## config.mk

```make
export PLATFORM = sky130hd
export DESIGN_NAME = pfw_window_decoder
export DESIGN_NICKNAME = d
export VERILOG_FILES = /design/src/rtl/pfw_pkg.sv /design/src/rtl/pfw_cfg_regs.sv /design/src/rtl/pfw_range_match.sv /design/src/rtl/pfw_claim_stage.sv /design/src/rtl/pfw_window_decoder.sv
export SDC_FILE = /design/constraint.sdc
export NUM_CORES = 1
export LEC_CHECK = 0
export ABC_CLOCK_PERIOD_IN_PS = 6600
export CAP_MARGIN = 10
export CORE_MARGIN = 1.5
export CORE_UTILIZATION = 70
export CTS_CLUSTER_SIZE = 20
export DETAILED_ROUTE_END_ITERATION = 10
export DONT_BUFFER_PORTS = 1
export GPL_TIMING_DRIVEN = 0
export PLACE_DENSITY = 0.95
export RECOVER_POWER = 100
export SLEW_MARGIN = 20
export SYNTH_ARGS = -nofsm -noshare
export SYNTH_HDL_FRONTEND = slang
export SYNTH_SLANG_ARGS = --single-unit
```

## constraint.sdc

```tcl
create_clock -name clk -period 6.6 [get_ports clk]
set_clock_uncertainty 0.1 [all_clocks]
set_input_delay 0.99 -clock clk [delete_from_list [all_inputs] [get_ports clk]]
set_output_delay 0.99 -clock clk [all_outputs]
set_load 0.1 [all_outputs]
```

## src/rtl/pfw_pkg.sv

```systemverilog
package pfw_pkg;
  localparam int GRAN_BITS = 20;
  localparam int FIELD_W   = 32 - GRAN_BITS;
  localparam int HALF_W    = 32;
  localparam logic [3:0] CAP64_NIBBLE = 4'h1;

  typedef struct packed {
    logic down;
    logic up;
  } claim_t;

  // Merge a 12-bit window field with the writable part of a 16-bit lane pair
  function automatic logic [FIELD_W-1:0] merge_field(
    input logic [FIELD_W-1:0] cur,
    input logic [FIELD_W-1:0] wd,
    input logic [1:0]         be
  );
    logic [FIELD_W-1:0] res;
    res = cur;
    if (be[0]) res[3:0] = wd[3:0];
    if (be[1]) res[FIELD_W-1:4] = wd[FIELD_W-1:4];
    return res;
  endfunction
endpackage

```

## src/rtl/pfw_cfg_regs.sv

```systemverilog
module pfw_cfg_regs
  import pfw_pkg::*;
#(
  parameter int CFG_AW = 6,
  parameter int BL_DW  = 9,
  parameter int UB_DW  = 10,
  parameter int UL_DW  = 11
) (
  input  logic              clk,
  input  logic              rst_n,
  input  logic              cfg_we,
  input  logic [CFG_AW-1:0] cfg_addr,
  input  logic [3:0]        cfg_be,
  input  logic [31:0]       cfg_wdata,
  output logic [31:0]       cfg_rdata,
  output logic [63:0]       base_eff,
  output logic [63:0]       limit_eff
);
  localparam logic [CFG_AW-1:0] BL_IDX = CFG_AW'(BL_DW);
  localparam logic [CFG_AW-1:0] UB_IDX = CFG_AW'(UB_DW);
  localparam logic [CFG_AW-1:0] UL_IDX = CFG_AW'(UL_DW);
  localparam int NUM_UPPER = 2;
  localparam int BYTES     = HALF_W / 8;

  logic [FIELD_W-1:0] base_q, lim_q;
  logic [NUM_UPPER-1:0][HALF_W-1:0] upper_q;
  logic sel_bl, sel_ub, sel_ul;
  logic [NUM_UPPER-1:0][BYTES-1:0] upper_we;

  assign sel_bl = (cfg_addr == BL_IDX);
  assign sel_ub = (cfg_addr == UB_IDX);
  assign sel_ul = (cfg_addr == UL_IDX);

  for (genvar b = 0; b < BYTES; b++) begin : g_upper_we
    assign upper_we[0][b] = cfg_we & sel_ub & cfg_be[b];
    assign upper_we[1][b] = cfg_we & sel_ul & cfg_be[b];
  end

  always_ff @(posedge clk) begin
    if (!rst_n) begin
      base_q  <= '0;
      lim_q   <= '0;
      upper_q <= '0;
    end else begin
      if (cfg_we && sel_bl) begin
        base_q <= merge_field(base_q, cfg_wdata[15:4], cfg_be[1:0]);
        lim_q  <= merge_field(lim_q,  cfg_wdata[31:20], cfg_be[3:2]);
      end
      for (int r = 0; r < NUM_UPPER; r++) begin
        for (int b = 0; b < BYTES; b++) begin
          if (upper_we[r][b]) upper_q[r][8*b +: 8] <= cfg_wdata[8*b +: 8];
        end
      end
    end
  end

  always_comb begin
    cfg_rdata = '0;
    if (sel_bl)      cfg_rdata = {lim_q, CAP64_NIBBLE, base_q, CAP64_NIBBLE};
    else if (sel_ub) cfg_rdata = upper_q[0];
    else if (sel_ul) cfg_rdata = upper_q[1];
  end

  assign base_eff  = {upper_q[0], base_q, {GRAN_BITS{1'b0}}};
  assign limit_eff = {upper_q[1], lim_q,  {GRAN_BITS{1'b1}}};

  // writes to foreign dwords leave every register untouched
  a_r2_foreign_write_ignored: assert property (@(posedge clk) disable iff (!rst_n)
    (cfg_we && !sel_bl && !sel_ub && !sel_ul) |=>
      ($stable(base_q) && $stable(lim_q) && $stable(upper_q)));

  // a write with no byte enabled changes nothing
  a_r2_no_lane_no_change: assert property (@(posedge clk) disable iff (!rst_n)
    (cfg_we && cfg_be == 4'b0000) |=>
      ($stable(base_q) && $stable(lim_q) && $stable(upper_q)));
endmodule

```

## src/rtl/pfw_range_match.sv

```systemverilog
module pfw_range_match
  import pfw_pkg::*;
(
  input  logic [63:0] base_eff,
  input  logic [63:0] limit_eff,
  input  logic [63:0] addr,
  input  logic        dac,
  output logic        hit
);
  logic [63:0] addr_eff;
  logic        above_base, below_limit;

  assign addr_eff    = dac ? addr : {{HALF_W{1'b0}}, addr[HALF_W-1:0]};
  assign above_base  = (addr_eff >= base_eff);
  assign below_limit = (addr_eff <= limit_eff);
  assign hit         = above_base & below_limit;
endmodule

```

## src/rtl/pfw_claim_stage.sv

```systemverilog
module pfw_claim_stage
  import pfw_pkg::*;
(
  input  logic clk,
  input  logic rst_n,
  input  logic in_valid,
  output logic in_ready,
  input  logic hit,
  input  logic from_sec,
  input  logic io_hit,
  input  logic vga_hit,
  input  logic mem_en,
  output logic out_valid,
  input  logic out_ready,
  output claim_t claim
);
  logic   accept;
  claim_t next_claim;

  assign in_ready = !out_valid || out_ready;
  assign accept   = in_valid && in_ready;

  always_comb begin
    next_claim.down = mem_en && !from_sec && hit;
    next_claim.up   = mem_en && from_sec && !hit && !io_hit && !vga_hit;
  end

  always_ff @(posedge clk) begin
    if (!rst_n) begin
      out_valid <= 1'b0;
      claim     <= '0;
    end else if (accept) begin
      out_valid <= 1'b1;
      claim     <= next_claim;
    end else if (out_ready) begin
      out_valid <= 1'b0;
    end
  end

  a_r10_hold_on_stall: assert property (@(posedge clk) disable iff (!rst_n)
    (out_valid && !out_ready) |=> (out_valid && $stable(claim)));

  a_r10_result_follows_accept: assert property (@(posedge clk) disable iff (!rst_n)
    accept |=> out_valid);

  a_r11_claims_exclusive: assert property (@(posedge clk) disable iff (!rst_n)
    out_valid |-> !(claim.down && claim.up));

  a_r9_mem_off_no_claim: assert property (@(posedge clk) disable iff (!rst_n)
    (accept && !mem_en) |=> (!claim.down && !claim.up));

  a_r7_primary_never_up: assert property (@(posedge clk) disable iff (!rst_n)
    (accept && !from_sec) |=> !claim.up);

  a_r8_secondary_never_down: assert property (@(posedge clk) disable iff (!rst_n)
    (accept && from_sec) |=> !claim.down);
endmodule

```

## src/rtl/pfw_window_decoder.sv

```systemverilog
module pfw_window_decoder
  import pfw_pkg::*;
#(
  parameter int CFG_AW = 6,
  parameter int BL_DW  = 9,
  parameter int UB_DW  = 10,
  parameter int UL_DW  = 11
) (
  input  logic              clk,
  input  logic              rst_n,
  input  logic              cfg_we,
  input  logic [CFG_AW-1:0] cfg_addr,
  input  logic [3:0]        cfg_be,
  input  logic [31:0]       cfg_wdata,
  output logic [31:0]       cfg_rdata,
  input  logic              mem_en,
  input  logic              txn_valid,
  output logic              txn_ready,
  input  logic [63:0]       txn_addr,
  input  logic              txn_dac,
  input  logic              txn_from_sec,
  input  logic              io_win_hit,
  input  logic              vga_hit,
  output logic              res_valid,
  input  logic              res_ready,
  output logic              res_down,
  output logic              res_up
);
  logic [63:0] base_eff, limit_eff;
  logic        hit;
  claim_t      claim;

  pfw_cfg_regs #(
    .CFG_AW(CFG_AW), .BL_DW(BL_DW), .UB_DW(UB_DW), .UL_DW(UL_DW)
  ) i_regs (
    .clk(clk), .rst_n(rst_n), .cfg_we(cfg_we), .cfg_addr(cfg_addr),
    .cfg_be(cfg_be), .cfg_wdata(cfg_wdata), .cfg_rdata(cfg_rdata),
    .base_eff(base_eff), .limit_eff(limit_eff)
  );

  pfw_range_match i_match (
    .base_eff(base_eff), .limit_eff(limit_eff),
    .addr(txn_addr), .dac(txn_dac), .hit(hit)
  );

  pfw_claim_stage i_stage (
    .clk(clk), .rst_n(rst_n), .in_valid(txn_valid), .in_ready(txn_ready),
    .hit(hit), .from_sec(txn_from_sec), .io_hit(io_win_hit), .vga_hit(vga_hit),
    .mem_en(mem_en), .out_valid(res_valid), .out_ready(res_ready), .claim(claim)
  );

  assign res_down = claim.down;
  assign res_up   = claim.up;

  // a reversed window never produces a downstream claim
  a_r6_reversed_window_silent: assert property (@(posedge clk) disable iff (!rst_n)
    (txn_valid && txn_ready && (base_eff > limit_eff)) |=> !res_down);

  // single-cycle access cannot reach a window whose upper base is non-zero
  a_r4_sac_above_4g_silent: assert property (@(posedge clk) disable iff (!rst_n)
    (txn_valid && txn_ready && !txn_dac && (base_eff[63:32] != '0)) |=> !res_down);
endmodule

```

==> results of run 1 <==
[routing by layer]
metal / vias to the layer above / routed length [um]
met5: - / 0
met4: 0 / 1100
met2: 510 / 9430
met3: 99 / 2990
li1: 3186 / -
met1: 3083 / 7940
[cell type report]
class | count | area [um^2]
inverter | 89 | 334
buffer | 47 | 208
tap | 129 | 161
sequential | 91 | 1820
clock buffer | 9 | 124
multi-input combinational | 683 | 4350
clock inverter | 7 | 81.3
antenna | 1 | 2.50
fill | 699 | 2200
[critical path: cells and delay by family]
kind / cells / cell delay, ps
AO/OA/AOI/OAI: 1 / 1540
AND/OR/NAND/NOR: 2 / 710
buffers and inverters: 2 / 670
[cells in the mapped netlist, types with 3 or more instances]
cell	count
nand2_1	150
nand3_1	101
dfxtp_1	91
inv_1	89
a21boi_0	86
ha_1	84
nor2_1	40
o21ai_0	38
a21oi_1	35
and2_1	31
clkbuf_1	31
a22oi_1	24
nand4_1	20
buf_2	10
a211oi_1	8
a21o_1	6
mux2i_1	6
nor4_1	6
nor3_1	5
a21boi_1	4
buf_6	4
and4_1	3
nor2b_1	3
o21a_1	3
[flip-flops by register name, indices dropped and copies added, names as in the netlist]
signal             cells
i_regs.base_eff       32
i_regs.limit_eff      32
i_regs.base_q         12
i_regs.lim_q          12
i_stage.claim          2
i_stage.out_valid      1
[power by group]
part / internal, uW / switching, uW
Sequential: 551 / 5.89
Combinational: 62.2 / 98.3
Clock: 151 / 245
Total: 764 / 349
[cells by family after synthesis]
family	share of synthesized area, %
AOI/OAI and AO/OA	21.9
buffers and inverters	8.25
muxes	1.06
DFF	27.0
adders and majority gates	15.6
xor gates and xnor gates	0.389
and+or+nand+nor	25.8
[stage by stage]
step | setup WS (ps) | util, % | total power, uW | std cells
floorplan | 2130 | - | 687 | 910
global placement | 1690 | 74.4 | 718 | 1039
detailed placement | 2000 | 75.4 | 725 | 1039
CTS | 2180 | 77.6 | 1100 | 1055
global route | 1520 | 76.3 | 1140 | 1055
finish | 1590 | 76.3 | 1110 | 1056
[path summary, 6_finish.rpt]
kind,to,slack [ps],from,cells after the start
max,cfg_rdata[0],1590,cfg_addr[0],5
min,i_regs.lim_q[6],370,i_regs.lim_q[6],2
max reg2reg,i_stage.claim[1],3040,i_regs.limit_eff[55],9
min reg2reg,i_regs.lim_q[6],370,i_regs.lim_q[6],2
==> impl_metrics.toml, run 1 <==
[outcome]
status = "finished with violations"
violations = "capacitance limit, slew limit"

[floorplan]
row_count = 35
fp.dieW_um = 101
design.core.area_um2 = 9280
initial_utilization_pct = 72.7
fp.dieH_um = 101
io_pins = 152
dieArea_um2 = 10200

[synthesis]
syn_inst = 910
synthTopCellsByArea = "dfxtp_1, ha_1, a21boi_0, nand2_1, nand3_1"
yosys_warnings = 0
synthFlopType = "dfxtp_1"
synth_fp_nets = 1110
yosys.area.top_type_share_pct = 27.0
ys_seq_area_share_pct = 27.0
syn_area_um2 = 6750
synth_top_cell_by_area = "dfxtp_1"
postSynthAreaPerCell_um2 = 7.42
yosysUniqueCellTypes = 51
synthArstFlopShare_pct = 0
synth_enable_flop_cells = 0
synth-seq-cells = 91

[clock_network]
postCtsSetupRepairBufs = 0
clock-sinks = 91
numCtsBuffers = 9
clk_path_buf_depth = 2
cts_resized = 0
cts_root_buf = "clkbuf_8"
cts_tree = "done"
htreeDepth = 3
clk_latency_ps = 390
clkTransAtPathRegs_ps = 100
ctsHoldBuffers = 0

[drt]
wire_per_inst_um = 20.3
ant_nets = 0
drt-initial-drc-count = 868
routed_via_density = 6.51
drcViolationCount = 0
num_vias = 6878
wl_um = 21500
dr.pass1.iters = 6

[global_route]
antenna_found_initial = 0
grt_util_met3_pct = 12.9
gr-total-overflow = 0
track_usage_pct = 41.7
grt_pass1_wl_um = 32600
top_usage_layer = "met2"
grt_pass1_vias = 6665
grt_max_degree = 20
use_met2_pct = 65.9
met1_usage_pct = 50.8

[timing]
slew_viol_final = 53
fin_crit_sh_pct = 75.9
setup_viol = 0
max_freq_mhz = 200
min_period_ps = 5010
holdWs_ps = 370
tns_ps = 0
rsz0062_at_grt = "no"
finalHoldViolations = 0
slew-limit-headroom_pct = -36.3
worstMarginPinSlew_ps = 2050

[critical_path]
cp_max_fo = 10
crit_path_top_delay_cell = "a21oi_1"
path_cells = "clkbuf_1 -> nor2_1 -> clkbuf_1 -> nand2_1 -> a21oi_1"
critical_path_class = "in -> out"
crit_arrival_ps = 3920
end_kind = "output pin"
crit_path_frequent_cell = "clkbuf_1"
crit_path_start_kind = "input pin"
critPathRequiredTime_ps = 5510
max_stage_delay_ps = 1540

[placed_design]
gp_congestion = 1.00
portBuffers = 0
dpl_cell_area_um2 = 7000
dp_hpwl_um = 16900

[layout]
layout_commonest_cell = "nand2_1"
fin_nets = 1121
drive_above_1_share_pct = 3.02
synthToLayoutAreaGrowth_pct = 4.97
mostFrequentLayoutCells = "nand2_1, nand3_1, dfxtp_1"
final_cell_area_um2 = 7080

[power]
p_per_area_nw_per_um2 = 157
p_leak_uw = 0.00230
ir_worst_vdd_mv = 0.116

[run]
maxCapViolations = 34

[worst_hold_path]
worstHoldPathType = "reg -> reg"
Power figures use the tool's default switching activity.
==> inputs of run 2 (changes only) <==
ABC_CLOCK_PERIOD_IN_PS = 4100   (was 6600)
CORE_UTILIZATION = 59   (was 70)
PLACE_DENSITY = 0.88   (was 0.95)
clock period = 4.1 ns   (was 6.6 ns; I/O delays follow)
==> run 2 against run 1 <==
  * The run still ends with capacitance limit, slew limit left
  * Combinational power rose by 60%
  * Cell count grew 0.95%
  * Hold slack lost 74 ps
  * Worst setup slack got worse by 1300 ps
  * Global-route usage decreased by 7.1 points
  * Via count is 1.8% lower
  * Largest cell class unchanged
  * Largest power group unchanged
==> impl_metrics.toml, run 2 (same netlist as run 1, synthesis figures left out) <==
[outcome]
status = "finished with violations"
violations = "capacitance limit, slew limit"

[power]
p_leak_uw = 0.00235
p_per_area_nw_per_um2 = 279
ir_worst_vdd_mv = 0.184

[run]
maxCapViolations = 5

[timing]
slew-limit-headroom_pct = -20.1
rsz0062_at_grt = "no"
worstMarginPinSlew_ps = 1790
tns_ps = 0
slew_viol_final = 5
setup_slack_ps = 277
max_freq_mhz = 262
fin_crit_sh_pct = 93.3
finalHoldViolations = 0
min_period_ps = 3820
setup_viol = 0

[critical_path]
end_kind = "output pin"
critPathRequiredTime_ps = 3380
crit_arrival_ps = 3110
crit_path_top_delay_cell = "nor2_1"
cp-startpoint = "cfg_addr[0]"
r2r_slack_ps = 940
r2r_start = "i_regs.limit_eff[55]"
path_cells = "clkbuf_1 -> clkbuf_1 -> a22oi_1 -> nor2_1"
crit_path_start_kind = "input pin"
max_stage_delay_ps = 1370
critical_path_class = "in -> out"
cp_max_fo = 10
path_delay_family = "simple AND/OR/NAND/NOR gates"
crit_buf_inv = 2
crit_path_frequent_cell = "clkbuf_1"

[drt]
ant_nets = 0
num_vias = 6752
wl_um = 20800
drcViolationCount = 0
wire_per_inst_um = 19.5
dr.pass1.iters = 8
routed_via_density = 6.33
drt-initial-drc-count = 746

[floorplan]
fp.dieW_um = 110
io_pins = 152
dieArea_um2 = 12100
fp.dieH_um = 110
initial_utilization_pct = 61.4
design.core.area_um2 = 11000
row_count = 38

[placed_design]
pre_cts_slack_ps = -257
dp_hpwl_um = 16700
portBuffers = 0
gp_congestion = 0.964

[clock_network]
clock-sinks = 91
postCtsSetupRepairBufs = 0
ctsHoldBuffers = 0
clk_path_buf_depth = 2
htreeDepth = 3
cts_tree = "done"
clkTransAtPathRegs_ps = 70
numCtsBuffers = 9
clk_latency_ps = 350
cts_root_buf = "clkbuf_16"
cts_resized = 0

[layout]
antennaDiodeCount = 0
mostFrequentLayoutCells = "nand2_1, nand3_1, dfxtp_1"
fin_nets = 1121
drive_above_1_share_pct = 6.16
synthToLayoutAreaGrowth_pct = 7.92
layout_commonest_cell = "nand2_1"

[global_route]
grt_pass1_vias = 6210
track_usage_pct = 34.5
grt_pass1_wl_um = 31400
antenna_found_initial = 1
gr-total-overflow = 0
grt_max_degree = 17

[worst_hold_path]
min_from = "txn_valid"
worstHoldPathType = "in -> reg"
==> run 2: cell types whose count changed in the layout (fill, tap and decap cells not counted), sizes merged <==
cell	previous run	this run
bufinv	0	1
clkinv	4	1
clkbuf	45	47
diode	1	0
==> run 2: worst reg2reg max path, stage by stage, from the launching register on <==
cell	delay (ps)
dfxtp_1	360
inv_1	70
ha_1	320
nand4_1	120
nor4_1	570
nand3_1	240
nor3_2	490
nand4_1	190
a2111oi_0	490
a31o_2	170
==> run 2: final cells by class <==
| class | instances | area [um^2] |
|---|---|---|
| Buffer | 47 | 208 |
| Clock buffer | 11 | 243 |
| Clock inverter | 5 | 67.6 |
| Fill cell | 899 | 3700 |
| Inverter | 89 | 334 |
| Multi-Input combinational cell | 683 | 4430 |
| Sequential cell | 91 | 1820 |
| Tap cell | 140 | 175 |
==> run 2: final timing paths <==
check                           depth (start not counted)                 to
worst max-delay path                                    4      cfg_rdata[31]
worst min-delay path                                    2  i_stage.out_valid
worst min register to register                          2    i_regs.lim_q[9]
worst max register to register                          9   i_stage.claim[1]
==> run 2: routing by layer <==
metal / global-route usage (%) / part of all wire, % / vias up
li1: - / - / 3195
met1: 44.0 / 39 / 3032
met2: 53.8 / 44 / 442
met3: 10.0 / 13 / 81
met4: 15.6 / 5.0 / 2
met5: 0 / 0.077 / -
==> run 2: power by group <==
part,total (uW),switching (uW),internal [uW],leakage (uW)
combinational,257,157,99.8,0.00147
clock,880,380,500,0.000153
sequential,896,9.40,886,0.000733
total,2030,547,1490,0.00235
==> run 2: stage by stage <==
step           hold WS (ps)  instance area [um^2]  total power, uW  std cells  util (%)
3_5_place_dp            356                  7020             1170       1050      63.9
5_1_grt                 306                  7280             2090       1066      66.3
6_report                297                  7280             2030       1066      66.3
3_3_place_gp            351                  6920             1160       1050      63.0
4_1_cts                 304                  7330             2020       1066      66.7
2_1_floorplan           343                  6750             1110        910         -
==> inputs of run 3 (changes only) <==
PLACE_DENSITY = 0.82   (was 0.88)
SKIP_LAST_GASP = 1   (was default)
==> run 3 against run 2 <==
  * The flow still finishes with violations (capacitance limit, slew limit)
  * Largest power group unchanged
  * First-iteration DRC count shrank 2.7%
  * Critical endpoint is now cfg_rdata[5]
  * Final area grew 0.19%
  * Wire length is essentially flat
  * Die area is the same
  * Flip-flop and latch count is the same
  * Count of clock-buffer cells in the layout shrank 1
  * Maximum frequency shrank 0.53%
  * Sequential power is essentially flat
  * Non-clock buffer count is the same
  * Hold slack gained 12 ps
  * Highest routed layer is now met4
==> impl_metrics.toml, run 3 (same netlist as run 1, synthesis figures left out) <==
[outcome]
status = "finished with violations"
violations = "capacitance limit, slew limit"

[critical_path]
max_stage_delay_ps = 1330
crit_path_top_delay_cell = "nor2_1"
critical_path_class = "in -> out"
crit_path_start_kind = "input pin"
path_cells = "clkbuf_1 -> clkbuf_1 -> a22oi_1 -> nor2_1"
crit_arrival_ps = 3130
critPathRequiredTime_ps = 3380
end_kind = "output pin"
cp_max_fo = 10
crit_path_frequent_cell = "clkbuf_1"

[floorplan]
dieArea_um2 = 12100
row_count = 38
fp.dieH_um = 110
design.core.area_um2 = 11000
fp.dieW_um = 110
io_pins = 152
initial_utilization_pct = 61.4

[timing]
setup_viol = 0
max_freq_mhz = 260
rsz0062_at_grt = "no"
holdWs_ps = 309
fin_crit_sh_pct = 93.7
worstMarginPinSlew_ps = 1770
slew_viol_final = 3
finalHoldViolations = 0
min_period_ps = 3840
slew-limit-headroom_pct = -18.4

[clock_network]
clkTransAtPathRegs_ps = 70
clk_path_buf_depth = 2
cts_tree = "done"
clock-sinks = 91
cts_root_buf = "clkbuf_16"
htreeDepth = 3
clk_latency_ps = 350
postCtsSetupRepairBufs = 0
numCtsBuffers = 9

[drt]
drcViolationCount = 0
num_vias = 6575
routed_via_density = 6.17
drt-initial-drc-count = 726
ant_nets = 0
dr.pass1.iters = 5
wl_um = 20800
wire_per_inst_um = 19.5

[layout]
drive_above_1_share_pct = 6.48
mostFrequentLayoutCells = "nand2_1, nand3_1, dfxtp_1"
fin_cells = 1066
fin_nets = 1121
antennaDiodeCount = 0
layout_commonest_cell = "nand2_1"
synthToLayoutAreaGrowth_pct = 8.12

[power]
p_per_area_nw_per_um2 = 279
power.share.switching_pct = 27.0
power_uw = 2040
p_switching_uw = 551
power_frac_clock_pct = 43.3
seqPwrFrac_pct = 43.9
p_leak_uw = 0.00236
ir_worst_vdd_mv = 0.208
pwr-share-comb_pct = 12.7
p_int_uw = 1490

[placed_design]
dp_hpwl_um = 16800
gp_congestion = 0.921
portBuffers = 0
dp.cells = 1050

[run]
maxCapViolations = 3

[global_route]
antenna_found_initial = 0
grt_pass1_wl_um = 31900
gr-total-overflow = 0
grt_max_degree = 18
grt_pass1_vias = 6172
track_usage_pct = 35.4

[worst_hold_path]
worstHoldPathType = "in -> reg"
run 3: cell types whose count changed in the layout (fill, tap and decap cells not counted):
cell and delta:
nor2_2 +1, nor4_2 +1, clkbuf_1 -1, nor2_1 -1, inv_6 +1, and2_1 -1
and2_0 +1, nor4_1 -1
run 3: final cells by class:
cell class                      count  area (um^2)
Tap cell                          140          175
Buffer                             47          208
Fill cell                         941         3690
Sequential cell                    91         1820
Clock buffer                       10          239
Multi-Input combinational cell    683         4440
Clock inverter                      6         76.3
Inverter                           89          334
run 3: power by group through the flow:
stage | logic (uW) | registers, uW | clock network (uW)
after floorplan | 190 | 915 | 0
after global placement | 245 | 916 | 0
after detailed placement | 254 | 916 | 0
after CTS | 256 | 895 | 882
after global routing | 289 | 895 | 926
final | 259 | 895 | 883
run 3: critical path, delay by kind of cell:
family	cells	cell delay, ps
simple gates	1	1330
buf+inv	2	1010
compound gates	1	170
run 3: worst paths after layout:
kind / start / to / slack [ps] / depth (start not counted)
min: txn_valid / i_stage.out_valid / 310 / 2
max: cfg_addr[0] / cfg_rdata[5] / 260 / 4
max reg2reg: i_regs.limit_eff[53] / i_stage.claim[1] / 1080 / 9
min reg2reg: i_regs.lim_q[9] / i_regs.lim_q[9] / 370 / 2
run 3: metal layers:
layer | GRT usage [%] | share of wire [%] | vias to the layer above
met5 | 0 | 0 | -
met4 | 12.5 | 2.9 | 0
met3 | 11.0 | 12 | 47
met2 | 53.5 | 43 | 400
met1 | 47.4 | 42 | 2941
li1 | - | - | 3187
run 3: timing repair:
item | CTS | global route
endpoints found under the setup margin | 0 | 1
gates resized for setup | 0 | 2
hold buffers | 0 | 0
run 3: metrics by stage:
stage / cell area (um^2) / util (%) / setup TNS (ps) / setup WS (ps)
after global routing: 7300 / 66.4 / 0 / 162
after global placement: 6920 / 63.0 / -998 / -326
after detailed placement: 7020 / 63.9 / -419 / -320
final: 7300 / 66.4 / 0 / 256
after CTS: 7340 / 66.8 / 0 / 64.4
after floorplan: 6750 / - / 0 / 381
